`src/rtl/pwm_edge_pkg.sv`:
```
package pwm_edge_pkg;
  typedef enum logic {
    EDGE_SINGLE = 1'b0,
    EDGE_DOUBLE = 1'b1
  } edge_mode_e;

  function automatic int addr_bits(input int n_out);
    return $clog2(n_out + 2);
  endfunction
endpackage

```
`src/rtl/pwm_shadow_bank.sv`:
```
module pwm_shadow_bank #(
  parameter int CNT_W  = 16,
  parameter int N_OUT  = 6,
  parameter int ADDR_W = 3
) (
  input  logic                         clk,
  input  logic                         rst_n,
  input  logic                         wr_en,
  input  logic [ADDR_W-1:0]            wr_addr,
  input  logic [CNT_W-1:0]             wr_data,
  input  logic                         load,
  output logic [N_OUT:0][CNT_W-1:0]    act_mr,
  output logic [N_OUT-1:0]             act_dbl
);
  localparam int N_MATCH = N_OUT + 1;
  localparam logic [ADDR_W-1:0] MODE_ADDR = ADDR_W'(N_MATCH);

  logic [N_MATCH-1:0][CNT_W-1:0] sh_mr;
  logic [N_OUT-1:0]              sh_dbl;

  for (genvar g = 0; g < N_MATCH; g++) begin : g_cmp
    always_ff @(posedge clk) begin
      if (!rst_n) begin
        sh_mr[g] <= '0;
      end else if (wr_en && wr_addr == ADDR_W'(g)) begin
        sh_mr[g] <= wr_data;
      end
    end

    always_ff @(posedge clk) begin
      if (!rst_n) begin
        act_mr[g] <= '0;
      end else if (load) begin
        act_mr[g] <= sh_mr[g];
      end
    end
  end

  always_ff @(posedge clk) begin
    if (!rst_n) begin
      sh_dbl <= '0;
    end else if (wr_en && wr_addr == MODE_ADDR) begin
      sh_dbl <= wr_data[N_OUT-1:0];
    end
  end

  always_ff @(posedge clk) begin
    if (!rst_n) begin
      act_dbl <= '0;
    end else if (load) begin
      act_dbl <= sh_dbl;
    end
  end
endmodule

```
`src/rtl/pwm_timebase.sv`:
```
module pwm_timebase #(
  parameter int CNT_W = 16
) (
  input  logic             clk,
  input  logic             rst_n,
  input  logic [CNT_W-1:0] period,
  output logic [CNT_W-1:0] cnt,
  output logic             wrap,
  output logic             cycle_start
);
  localparam logic [CNT_W-1:0] ONE = CNT_W'(1);

  assign wrap = (cnt == period);

  always_ff @(posedge clk) begin
    if (!rst_n) begin
      cnt         <= '0;
      cycle_start <= 1'b0;
    end else begin
      cycle_start <= wrap;
      cnt         <= wrap ? '0 : cnt + ONE;
    end
  end
endmodule

```
`src/rtl/pwm_edge_unit.sv`:
```
module pwm_edge_unit
  import pwm_edge_pkg::*;
#(
  parameter int CNT_W = 16
) (
  input  logic             clk,
  input  logic             rst_n,
  input  logic [CNT_W-1:0] cnt,
  input  logic             wrap,
  input  edge_mode_e       mode,
  input  logic [CNT_W-1:0] set_val,
  input  logic [CNT_W-1:0] clr_val,
  input  logic             en,
  output logic             edge_q,
  output logic             pin
);
  logic set_hit;
  logic clr_hit;

  always_comb begin
    if (mode == EDGE_DOUBLE) begin
      set_hit = (cnt == set_val);
    end else begin
      set_hit = wrap;
    end
    clr_hit = (cnt == clr_val);
  end

  always_ff @(posedge clk) begin
    if (!rst_n) begin
      edge_q <= 1'b0;
    end else if (clr_hit) begin
      edge_q <= 1'b0;
    end else if (set_hit) begin
      edge_q <= 1'b1;
    end
  end

  assign pin = edge_q & en;
endmodule

```
`src/rtl/pwm_edge_gen.sv`:
```
module pwm_edge_gen
  import pwm_edge_pkg::*;
#(
  parameter int CNT_W  = 16,
  parameter int N_OUT  = 6,
  localparam int ADDR_W = addr_bits(N_OUT)
) (
  input  logic              clk,
  input  logic              rst_n,
  input  logic              wr_en,
  input  logic [ADDR_W-1:0] wr_addr,
  input  logic [CNT_W-1:0]  wr_data,
  input  logic [N_OUT-1:0]  out_en,
  output logic [N_OUT-1:0]  pwm_o,
  output logic              cycle_start_o
);
  logic [CNT_W-1:0]           cnt;
  logic                       wrap;
  logic [N_OUT:0][CNT_W-1:0]  act_mr;
  logic [N_OUT-1:0]           act_dbl;
  logic [N_OUT-1:0]           edge_q;

  pwm_shadow_bank #(
    .CNT_W (CNT_W),
    .N_OUT (N_OUT),
    .ADDR_W(ADDR_W)
  ) u_bank (
    .clk    (clk),
    .rst_n  (rst_n),
    .wr_en  (wr_en),
    .wr_addr(wr_addr),
    .wr_data(wr_data),
    .load   (wrap),
    .act_mr (act_mr),
    .act_dbl(act_dbl)
  );

  pwm_timebase #(
    .CNT_W(CNT_W)
  ) u_time (
    .clk        (clk),
    .rst_n      (rst_n),
    .period     (act_mr[0]),
    .cnt        (cnt),
    .wrap       (wrap),
    .cycle_start(cycle_start_o)
  );

  for (genvar i = 0; i < N_OUT; i++) begin : g_ch
    pwm_edge_unit #(
      .CNT_W(CNT_W)
    ) u_edge (
      .clk    (clk),
      .rst_n  (rst_n),
      .cnt    (cnt),
      .wrap   (wrap),
      .mode   (edge_mode_e'(act_dbl[i])),
      .set_val(act_mr[i]),
      .clr_val(act_mr[i+1]),
      .en     (out_en[i]),
      .edge_q (edge_q[i]),
      .pin    (pwm_o[i])
    );
  end
endmodule

```
`config.mk`:
```
export PLATFORM = sky130hd
export DESIGN_NAME = pwm_edge_gen
export DESIGN_NICKNAME = d
export VERILOG_FILES = /design/src/rtl/pwm_edge_pkg.sv /design/src/rtl/pwm_shadow_bank.sv /design/src/rtl/pwm_timebase.sv /design/src/rtl/pwm_edge_unit.sv /design/src/rtl/pwm_edge_gen.sv
export SDC_FILE = /design/constraint.sdc
export NUM_CORES = 1
export LEC_CHECK = 0
export ABC_AREA = 1
export BUFFER_PORTS_ARGS = -buffer_cell sky130_fd_sc_hd__buf_2
export CAP_MARGIN = 20
export CORE_MARGIN = 1.5
export CORE_UTILIZATION = 29
export CTS_CLUSTER_SIZE = 24
export DETAILED_ROUTE_END_ITERATION = 8
export PLACE_DENSITY = 0.52
export SYNTH_ARGS = -nofsm -noshare
export SYNTH_HDL_FRONTEND = slang
export SYNTH_SLANG_ARGS = --single-unit
```
`constraint.sdc`:
```
create_clock -name clk -period 4 [get_ports clk]
set_input_delay 0.2 -clock clk [delete_from_list [all_inputs] [get_ports clk]]
set_output_delay 0.2 -clock clk [all_outputs]
set_load 0.01 [all_outputs]
```
# Word level (Yosys, flattened, before mapping)
# Index checks and enable logic that the tools add are counted.
dict set report totals {
  reg_bits 259
  input_bits 28
  output_inout_bits 7
  elab_cells 67
}
dict set report op_classes {
  n_addsub 1
  eq_ne 14
  n_mux 5
  bitwise_logic 7
  n_reduce_logical 16
}
# cell count
set op_table {}
lappend op_table {{$eq 16x16->1} 7}
lappend op_table {{$add 16x1->16 const B} 1}
lappend op_table {{$reduce_or 2->1} 7}
lappend op_table {{$eq 3x3->1 const B} 4}
lappend op_table {{$logic_and 1x1->1} 8}
lappend op_table {{$and 1x1->1} 6}
lappend op_table {{$eq 3x2->1 const B} 2}
lappend op_table {{$mux 1} 5}
lappend op_table {{$eq 3x1->1 const B} 1}
lappend op_table {{$logic_not 3->1} 1}
lappend op_table {{$not 1->1} 1}

# Depth between registers and ports, before layout
# Gate-level depths: netlist of the first run.
dict set report depth {
  ltp_word 2
  depth_mapped 13
  mapped_depth_nobuf 10
}

# Hierarchy
# From an unflattened synthesis of the first run, not the netlist that was laid out.
dict set report unflattened {
  cells_unflattened 2361
  hier_area_um2 13887.1
}
# module n_inst cells_per_inst area_each_um2 seq_area_each_um2
set by_module_without_submodules {}
lappend by_module_without_submodules {pwm_shadow_bank 1 1183 8769.7 4724.5}
lappend by_module_without_submodules {pwm_edge_unit 6 166 673.1 20.0}
lappend by_module_without_submodules {pwm_timebase 1 182 1078.5 340.3}

# Worst setup path before layout of the first run
# OpenSTA, ideal clock, no wires.
dict set report synth_timing {
  kind {reg-to-reg}
  startpoint {register u_time.cnt[1]}
  endpoint {register u_time.cnt[6]}
  setup_time_ps 137
  t_arrival_ps 1523
  t_required_ps 3863
  setup_slack_ps 2341
  path_stages_with_launch 13
  n_path_buf 3
  synth_period_minus_slack_ps 1659
  path_cell_list {dfxtp_1 > buf_4 > inv_2 > nand2_1 > nand2_1 > nor2_1 > nand2_1 > nor2_4 > nand2_4 > nand2_4 > buf_4 > buf_2 > nor3_1}
}
dict set report synth_between {
  elab_chain_len 2
  word_cells_on_any_way 3
  classes_between {1 x add/sub; 1 x eq/ne; 1 x reduce/logical}
}
# element line
set synth_rtl {}
lappend synth_rtl {{from (decl)} pwm_timebase.sv:7} ;# output logic [CNT_W-1:0] cnt,
lappend synth_rtl {{from (signal assigned)} pwm_timebase.sv:21} ;# cnt <= wrap ? '0 : cnt + ONE;
lappend synth_rtl {{parallel branches: the longest is 2 deep, another holds $add 16x1->16} n/a}
# Parallel ways; which one is timed is not known.
# A chain may end at the register's enable or synchronous reset.

# Worst setup path after layout of the first run
dict set report layout_timing {
  startpoint {register u_time.cnt[7]}
  endpoint {register u_bank.act_mr[38] (netlist name)}
}
dict set report layout_between {
  elab_chain_len 1
}
# element line
set layout_rtl {}
lappend layout_rtl {{$eq 16x16->1} pwm_timebase.sv:13} ;# assign wrap = (cnt == period);
lappend layout_rtl {{to (signal, indexed assignment)} pwm_shadow_bank.sv:34} ;# act_mr[g] <= sh_mr[g];
lappend layout_rtl {{to (decl)} pwm_shadow_bank.sv:12} ;# output logic [N_OUT:0][CNT_W-1:0] act_mr,
# No other way between the ends.

==> results of run 1 <==
-- metal layers --
layer | part of all wire (%) | global-route usage [%] | vias up
li1 | - | - | 4949
met1 | 47 | 23.5 | 4406
met2 | 46 | 29.4 | 209
met3 | 4.5 | 1.98 | 42
met4 | 2.2 | 4.16 | 0
met5 | 0 | 0 | -
-- cells in the mapped netlist (3+ instances only) --
cell and count:
o21ai_1 57, nor3_1 9, inv_1 145, buf_1 5, o21ai_0 167, nand2_1 469
dfxtp_1 257, nand3_1 37, nand4_1 8, inv_2 8, nor2_4 3, a21oi_1 13
xor2_1 15, buf_4 14, clkbuf_1 39, nor2_1 330, buf_2 15, buf_6 8
-- worst max path at each step --
stage | start | to | slack [ps] | depth (start not counted)
final | u_time.cnt[7] | u_bank.act_mr[38] | 1240 | 11
after global routing | u_time.cnt[7] | u_bank.act_mr[38] | 980 | 11
after CTS | u_time.cnt[7] | u_bank.act_mr[96] | 1250 | 11
after detailed placement | u_time.cnt[7] | u_bank.act_mr[91] | 1270 | 10
after global placement | u_time.cnt[4] | u_bank.act_mr[38] | 1380 | 11
after floorplan | u_time.cnt[1] | u_time.cnt[6] | 2340 | 12
-- logic make-up (layout without fill, tap and decap cells) --
logic type	count (synthesis)	after routing
AO/OA/AOI/OAI	238	238
AND/OR/NAND/NOR	858	858
XOR/XNOR	16	16
buffers and inverters	237	259
adder cells (fa/ha/maj)	1	1
flip-flops	257	257
-- worst max-delay path: stages (launching register included) --
cell	delay [ps]
dfxtp_1	590
inv_2	140
nand2_1	80
nand2_1	50
nor2_1	160
nand2_1	110
nor2_4	240
nand2_4	230
nor2_4	140
buf_4	600
nand2_1	160
o21ai_1	110
-- metrics by stage --
stage	setup slack, ps	hold slack, ps
2_1_floorplan	2340	335
3_3_place_gp	1380	423
3_5_place_dp	1270	429
4_1_cts	1250	3.15
5_1_grt	981	29.7
6_report	1240	17.7
-- registers in the layout (all words and copies together) (netlist names) --
register and cells:
u_bank.sh_mr 112, u_time.cycle_start 1, g_ch.u_edge.edge_q 6, u_time.cnt 16, u_bank.sh_dbl 5, u_bank.act_mr 112, u_bank.act_dbl 5
-- cell type report --
type,count,area [sq um],share of cell area (%)
flip-flops and latches,257,5140,41.8
multi-input cells,1113,4680,38.1
well taps,468,586,4.76
inverters,155,582,4.73
clock inverters,9,103,0.834
repair buffers,51,328,2.67
clock buffers,44,872,7.09
-- power by group --
group          switching [mW]  total [mW]  internal, mW
registers               0.108        2.83          2.72
logic                   0.997        1.34         0.343
clock network            1.08        2.70          1.63
-- what timing repair did --
| action | in CTS | in global routing |
|---|---|---|
| gates resized for setup | 0 | 0 |
| hold buffers | 6 | 0 |
| hold endpoints to repair | 24 | 0 |
==> results.md, run 1 <==
- Synth Flop Type: dfxtp_1
- Gate Count Post-Synth: 1607
- TritonCTS buffer count: 29
- Layout area overhead: 13.3%
- Hold Path Origin: wr_data[9]
- Die Height: 196 microns
- Hold Vio Cnt, Final: 0
- DR vias: 9606
- Rows: 70
- Most common cell after layout, fill and taps aside: nand2_1
- End of the worst register-to-register path: u_bank.act_mr[38]
- R2R Setup Slk: 1240 ps
- # DRC: 0
- Bufs on Longest Clock Path: 3
- Class of the most critical setup path: flop to flop
- IO Port Bufs: 34
- Crit end category: flop
- Critical Path Source Type: flop
- # setup viols final: 0
- GRT Overall Usage: 17.3%
- Yosys warns: 0
- Antenna violations before repair: 0
- Peak VDD IR: 343 uV
- Htree depth: 1
- PwrDens: 558 nW/um^2
- CTS sink cnt: 257
- # nets final: 1636
- Commonest non-fill, non-tap cells in the layout: nand2_1, nor2_1, dfxtp_1, o21ai_0, inv_1
- Post-Route WL: 33.4 mm
- Initial DRC Count: 722
- RSZ-0062 raised after global routing: false
- Seq/Total Area, Yosys: 47.4%
- Maxcap violations: 0
- Share of layout cells above drive strength 1: 6.45%
- Avg Inst Size Synth: 6.75 sq um
- Final Cycle Share: 69.0%
- Final core occ: 33.5%
- Skew final: 14.3 ps
- Final Power: 6.87 mW
- Vias per cell: 4.58
- Simple-gate share of the synthesized area: 30.7%
- Number of synthesized flops with an enable pin: 0
- Clk Latency, worst-skew pair: 550 ps
- Share of the synthesized area in the top cell type: 47.4%
- P_leak: 5.36 nW
- Syn_nets: 1636
- First-pass GRT wire length: 51.9 mm
- Layout Cells excl Fill: 2097
- Leading area contributor after synthesis: dfxtp_1
- Status: finished clean
- Global route total overflow: 0
- HPWL after DPL: 21.4 mm
- Synth cell types: 24
- WL/cell: 15.9 microns
- Core Box Area: 36700 sq um
- CTS tree: built
- Post-synthesis register bit count: 257
- Synth area leaders: dfxtp_1, nand2_1, nor2_1
- Min Clock Period, post-route: 2760 ps
- Fmax: 362 MHz
- Required time worst endpoint: 4470 ps
- Setup TNS: 0 ps
- Worst Path Max Fanout: 69
- Largest net degree at the start of global routing: 81
- Placed cell area: 11300 sq um
- Hold Crit Depth: 3
- Pins Over Slew Limit: 0
- Slew margin rel.: 29.6%
- Worst Reg2Reg Path Length in Cells: 11
- Cell Area, Synth: 10800 sq um
- Hold Path End: u_bank.sh_mr[57]
- Vias in the first global route: 8985
- I/O pin count: 35
- Largest family of logic cells by synthesized area: simple AND/OR/NAND/NOR gates
- Synth Area in XOR/XNOR: 1.29%
- Die ar.: 38600 sq um
- Synth Area in Compound Gates: 11.0%
- Reg2Reg Launch Point: u_time.cnt[7]
- Worst Hold Class: input port to flop
- Post-route ant nets: 0
- CTS root buffer: clkbuf_16
- Ant diodes: 0
- Drt pass-1 iters: 6
- Initial core utilization: 29.6%
- Adder-cell share of the synthesized area: 0.115%
- Arrival time at the worst endpoint: 3230 ps
- Post-CTS Setup Repair Bufs: 0
- Die Width: 196 microns
- Placed cells: 2038
- CTS clock-pin slew for the worst setup and hold paths: 60 ps
- Mux cell area share after synthesis: 0%
- Tightest Pin Transition: 1050 ps
- # fillers: 3931
- Post-synth ARST share: 0%
- RePlAce Congestion: 0.830
- Post-route cell area: 12300 sq um
(Power assumes the default switching activity.)
==> run 2: changes to the inputs <==
PLACE_DENSITY = 0.54   (was 0.52)
clock period = 2.4 ns   (was 4 ns; I/O delays follow)
==> run 2 against run 1 <==
  * Register-to-register slack got worse by 870 ps
  * Flip-flop and latch count is the same
  * Sequential power up 65%
  * First-iteration DRC count fell by 11%
  * Critical path type unchanged
==> results.md, run 2 (synthesized netlist as in run 1, its figures left out) <==
- CTS tree: built
- CTS sink cnt: 257
- Fmax: 492 MHz
- Post-CTS Setup Repair Bufs: 0
- Ant diodes: 0
- # setup viols final: 0
- Critical path's most frequent cell: nand2_1
- Post-route ant nets: 0
- Critical path's slowest cell: dfxtp_1
- Antenna violations before repair: 1
- Crit end category: flop
- WL/cell: 15.6 microns
- Hold Path End: u_bank.sh_mr[17]
- Post-Route WL: 33.2 mm
- Worst Reg2Reg Path Length in Cells: 11
- Die Height: 196 microns
- Min Clock Period, post-route: 2030 ps
- TritonCTS buffer count: 28
- Initial core utilization: 29.6%
- Final Cycle Share: 84.6%
- Drt pass-1 iters: 5
- Pre-CTS WS: 372 ps
- P_leak: 5.52 nW
- First-pass GRT wire length: 52.4 mm
- Maxcap violations: 0
- # DRC: 0
- End of the worst register-to-register path: u_bank.act_mr[36]
- IO Port Bufs: 34
- Global route total overflow: 0
- HPWL after DPL: 20.9 mm
- Worst Path Max Fanout: 43
- Rows: 70
- Most common cell after layout, fill and taps aside: nand2_1
- Slew margin rel.: 29.4%
- Vias in the first global route: 9272
- Clk Latency, worst-skew pair: 540 ps
- Hold Crit Depth: 3
- Pins Over Slew Limit: 0
- Arrival time at the worst endpoint: 2510 ps
- Hold Path Origin: wr_data[1]
- Class of the most critical setup path: flop to flop
- Crit-path cells: inv_2, nand2_1, nand2_1, nor2_1, nand2_1, nor2_4, nand2_4, nor2_4, buf_12, nand2_1, o21ai_1
- Worst Hold Class: input port to flop
- DR vias: 9888
- Die ar.: 38600 sq um
- PwrDens: 918 nW/um^2
- RSZ-0062 raised after global routing: false
- I/O pin count: 35
- GRT Overall Usage: 17.4%
- R2R Setup Slk: 370 ps
- Initial DRC Count: 642
- Status: finished clean
- Hold Vio Cnt, Final: 0
- Commonest non-fill, non-tap cells in the layout: nand2_1, nor2_1, dfxtp_1, o21ai_0, inv_1
- CTS clock-pin slew for the worst setup and hold paths: 60 ps
- Crit-path max cell delay: 570 ps
- Bufs on Longest Clock Path: 3
- Required time worst endpoint: 2880 ps
- Vias per cell: 4.64
- Layout area overhead: 16.0%
- Share of layout cells above drive strength 1: 7.69%
- CTS root buffer: clkbuf_16
- Skew final: 5.82 ps
- Peak VDD IR: 537 uV
- Final worst slack: 369 ps
- Critical Path Source Type: flop
- Die Width: 196 microns
- # nets final: 1675
- RePlAce Congestion: 0.810
- Regs by FF count: u_bank.act_mr x112, u_bank.sh_mr x112, u_time.cnt x16
- Core Box Area: 36700 sq um
- Htree depth: 1
- Tightest Pin Transition: 1060 ps
- Largest net degree at the start of global routing: 61
- Reg2Reg Launch Point: u_time.cnt[0]
- Setup TNS: 0 ps
[run 2: changes by cell type in the layout (fill, tap and decap cells not counted), sizes merged]
| cell | previous run | this run |
|---|---|---|
| buf | 45 | 76 |
| bufinv | 2 | 0 |
| clkbuf | 44 | 48 |
| clkinv | 7 | 3 |
| dlygate4sd3 | 6 | 15 |
| inv | 155 | 153 |
[run 2: routing by layer]
| metal | up-vias | track usage (%) | routed length, microns |
|---|---|---|---|
| met5 | - | 0 | 0 |
| met4 | 0 | 5.27 | 835 |
| met3 | 51 | 2.00 | 1650 |
| met2 | 237 | 29.1 | 15200 |
| met1 | 4582 | 23.5 | 15500 |
| li1 | 5018 | - | - |
[run 2: worst max path at each step]
stage / cells after the start / from / end / slack, ps
global route: 11 / u_time.cnt[6] / u_bank.act_mr[17] / 150
global placement: 11 / u_time.cnt[0] / u_bank.act_mr[35] / 440
floorplan: 12 / u_time.cnt[1] / u_time.cnt[6] / 740
finish: 11 / u_time.cnt[0] / u_bank.act_mr[36] / 370
detailed placement: 11 / u_time.cnt[0] / u_bank.act_mr[65] / 370
CTS: 11 / u_time.cnt[0] / u_bank.act_mr[32] / 360
[run 2: report_power, final]
group          total [mW]  internal [mW]  switching, mW
Combinational        2.66          0.815           1.85
Sequential           4.68           4.53          0.150
Clock                4.21           2.48           1.74
Total                11.6           7.82           3.73
[run 2: final cells by class]
cell class,count,area [sq um]
Clock buffer,48,887
Clock inverter,1,5.00
Fill cell,3910,24100
Inverter,155,582
Multi-Input combinational cell,1113,4680
Sequential cell,257,5140
Tap cell,468,586
Timing Repair Buffer,91,701
[run 2: timing repair]
item | 4_1_cts | 5_1_grt
hold endpoints to repair | 109 | 0
gates resized for setup | 0 | 0
hold buffers | 15 | 0
setup endpoints to repair | 0 | 0
[run 2: worst max-delay path, delay by kind of cell (launching register included)]
family / cells / cell delay [ps]
AND/OR/NAND/NOR: 8 / 880
buffers and inverters: 2 / 430
AO/OA/AOI/OAI: 1 / 80
flip-flops: 1 / 570
[run 2: per-stage QoR]
stage	cells	utilization, %	area, sq um	power (mW)	hold WS [ps]
CTS	2133	34.3	12600	11.6	0.547
global route	2133	34.3	12600	12.1	8.24
global placement	2069	31.5	11500	7.41	420
finish	2133	34.3	12600	11.6	13.2
detailed placement	2069	31.5	11500	7.42	424
floorplan	1607	-	10800	6.47	255
==> run 3: changes to the inputs <==
ABC_AREA = 0   (was 1)
PLACE_DENSITY = 0.52   (was 0.54)
clock period = 1.9 ns   (was 2.4 ns; I/O delays follow)
==> run 3 against run 2 <==
  * The run now ends with setup timing left
  * Via count down 18%
  * Design area up 4.2%
  * Flip-flop and latch count unchanged
  * Die area down 3.6%
  * Routed wire length down 5.3%
  * Cell count down 18%
  * First-iteration DRC count down 31%
  * Global-route usage down 0.33 points
  * Worst setup slack worse by 470 ps
  * Total power up 37%
  * Critical endpoint is now u_bank.act_mr[93]
  * Highest routed layer is now met5
==> results.md, run 3 <==
- Post-synth top cells: dfxtp_1, nand2_1, nor2_1
- Core Box Area: 35500 sq um
- Avg Inst Size Synth: 8.97 sq um
- CTS root buffer: clkbuf_16
- Slew margin rel.: 62.3%
- Yosys warns: 0
- Pins Over Slew Limit: 0
- Drt pass-1 iters: 5
- Most numerous cell in the Yosys netlist: dfxtp_1
- Critical Path Source Type: flop
- Post-route cell area: 13100 sq um
- Placed cells: 1661
- CP delay by family, top: simple AND/OR/NAND/NOR gates
- Leading area contributor after synthesis: dfxtp_1
- First-pass GRT wire length: 47.4 mm
- IO Port Bufs: 34
- Tightest Pin Transition: 560 ps
- Die ar.: 37200 sq um
- Die Height: 193 microns
- Critical path's slowest cell: nor4_2
- Peak VDD IR: 685 uV
- # DRC: 0
- Ant diodes: 0
- Rows: 69
- Most common cell after layout, fill and taps aside: dfxtp_1
- Regs by FF count: u_bank.act_mr x112, u_bank.sh_mr x112, u_time.cnt x16
- Final worst slack: -101 ps
- Initial DRC Count: 443
- Share of layout cells above drive strength 1: 15.3%
- Required time worst endpoint: 2330 ps
- Final core occ: 36.9%
- Post-Route WL: 31.5 mm
- Layout area overhead: 25.5%
- Share of the synthesized area in the top cell type: 49.2%
- Worst Path Max Fanout: 8
- Crit-path cells: xor2_1, nor4_2, nand4_1, buf_6, clkbuf_16, clkbuf_16, mux2i_1, nor2_1
- Crit-path max cell delay: 360 ps
- HPWL after DPL: 20.1 mm
- Commonest non-fill, non-tap cells in the layout: dfxtp_1, nand2_1, nor2_1, mux2i_1, xor2_1
- Cell Area, Synth: 10400 sq um
- Global route total overflow: 0
- Reg2Reg Launch Point: u_bank.act_mr[9]
- CTS clock-pin slew for the worst setup and hold paths: 60 ps
- Syn_nets: 1194
- Synth cell types: 26
- Pre-CTS WS: -247 ps
- Clk Latency, worst-skew pair: 550 ps
- CTS tree: built
- R2R Setup Slk: -100 ps
- Arrival time at the worst endpoint: 2430 ps
- Placed cell area: 11600 sq um
- Gate Count Post-Synth: 1165
- Hold Crit Depth: 4
- Vias per cell: 4.66
- Crit end category: flop
- Synth Flop Type: dfxtp_1
- P_leak: 5.72 nW
- Final hold slack: 71.8 ps
- Bufs on Longest Clock Path: 3
- Buffers & Inverters on Critical Path: 3
- Number of synthesized flops with an enable pin: 0
- Worst Reg2Reg Path Length in Cells: 8
- Worst Hold Class: input port to flop
- Layout Cells excl Fill: 1740
- Largest net degree at the start of global routing: 69
- Failing checks: setup timing
- Post-synth ARST share: 0%
- Seq/Total Area, Yosys: 49.2%
- Maxcap violations: 0
- RePlAce Congestion: 0.811
- Final Power: 15.8 mW
- CTS sink cnt: 257
- Hold Path End: u_bank.sh_dbl[5]
- Status: finished with violations
- Fmax: 500 MHz
- TritonCTS buffer count: 30
- Hold Vio Cnt, Final: 0
- Die Width: 193 microns
- PwrDens: 1210 nW/um^2
- Final Cycle Share: 105%
- Htree depth: 1
- Min Clock Period, post-route: 2000 ps
- Post-synthesis register bit count: 257
- End of the worst register-to-register path: u_bank.act_mr[93]
- Critical path's most frequent cell: clkbuf_16
- # nets final: 1285
- Hold Path Origin: wr_en
- DR vias: 8116
- # setup viols final: 57
- Synth area leaders: dfxtp_1, mux2i_1, xor2_1
- WL/cell: 18.1 microns
- GRT Overall Usage: 17.1%
- Initial core utilization: 29.4%
- I/O pin count: 35
- Antenna violations before repair: 1
- Post-route ant nets: 0
- Class of the most critical setup path: flop to flop
- Vias in the first global route: 7718
- Skew final: 13.5 ps
- Setup TNS: -1990 ps
- RSZ-0062 raised after global routing: true
-- run 3: changes by cell type in the layout (fill, tap and decap cells not counted), moves of 29 or more --
cell / change
mux2i_1: +123
nand3_1: -29
xor2_1: +106
o21ai_1: -57
buf_4: +36
a21oi_1: +100
nand2_1: -235
o21ai_0: -167
inv_1: -144
nor2_1: -187
-- run 3: how the worst max path moves through the flow --
stage                           startpoint               endpoint  cells after the start
after floorplan              u_time.cnt[1]      u_bank.act_mr[34]                      9
after global placement      u_time.cnt[10]  g_ch[3].u_edge.edge_q                      7
after detailed placement    u_time.cnt[10]  g_ch[2].u_edge.edge_q                      7
after CTS                 u_bank.act_mr[8]  g_ch[4].u_edge.edge_q                      8
after global routing      u_bank.act_mr[0]      u_bank.act_mr[93]                      9
final                     u_bank.act_mr[9]      u_bank.act_mr[93]                      8
-- run 3: layout make-up --
class	count	area (sq um)
Timing Repair Buffer	146	1310
Sequential cell	257	5150
Clock inverter	9	179
Multi-Input combinational cell	819	4920
Fill cell	3586	22400
Inverter	2	12.5
Tap cell	461	577
Clock buffer	46	952
-- run 3: repair_timing --
action,4_1_cts,5_1_grt
hold buffers,17,0
cloned,0,3
pin swaps,1,5
hold endpoints to repair,117,0
setup buffers,0,4
endpoints found under the setup margin,140,136
resized for setup,4,22
-- run 3: cell families (layout without fill, tap and decap cells) --
family,count (synthesis),in the layout,synth area share (%)
buffers and inverters,89,203,4.29
adders and majority gates,1,1,0.120
xor gates and xnor gates,126,126,10.6
muxes,127,127,12.2
and+or+nand+nor,446,446,17.7
DFF,257,257,49.2
AOI/OAI and AO/OA,119,119,5.95
-- run 3: power by group --
group	internal [mW]	switching (mW)	leakage [nW]
Combinational	1.87	1.86	3.08
Clock	4.11	2.29	0.557
Sequential	5.57	0.112	2.08
-- run 3: worst reg2reg max path, cell delays in order (launching register included) --
cell	delay, ps
dfxtp_1	340
xor2_1	180
nor4_2	360
nand4_1	260
buf_6	210
clkbuf_16	170
clkbuf_16	160
mux2i_1	160
nor2_1	60
-- run 3: per-layer routing --
layer,up-vias,part of all wire [%],GRT usage (%)
met5,-,0.029,0
met2,167,46,27.5
met4,2,2.6,5.01
met3,48,4.3,2.33
met1,3905,47,23.6
li1,3994,-,-
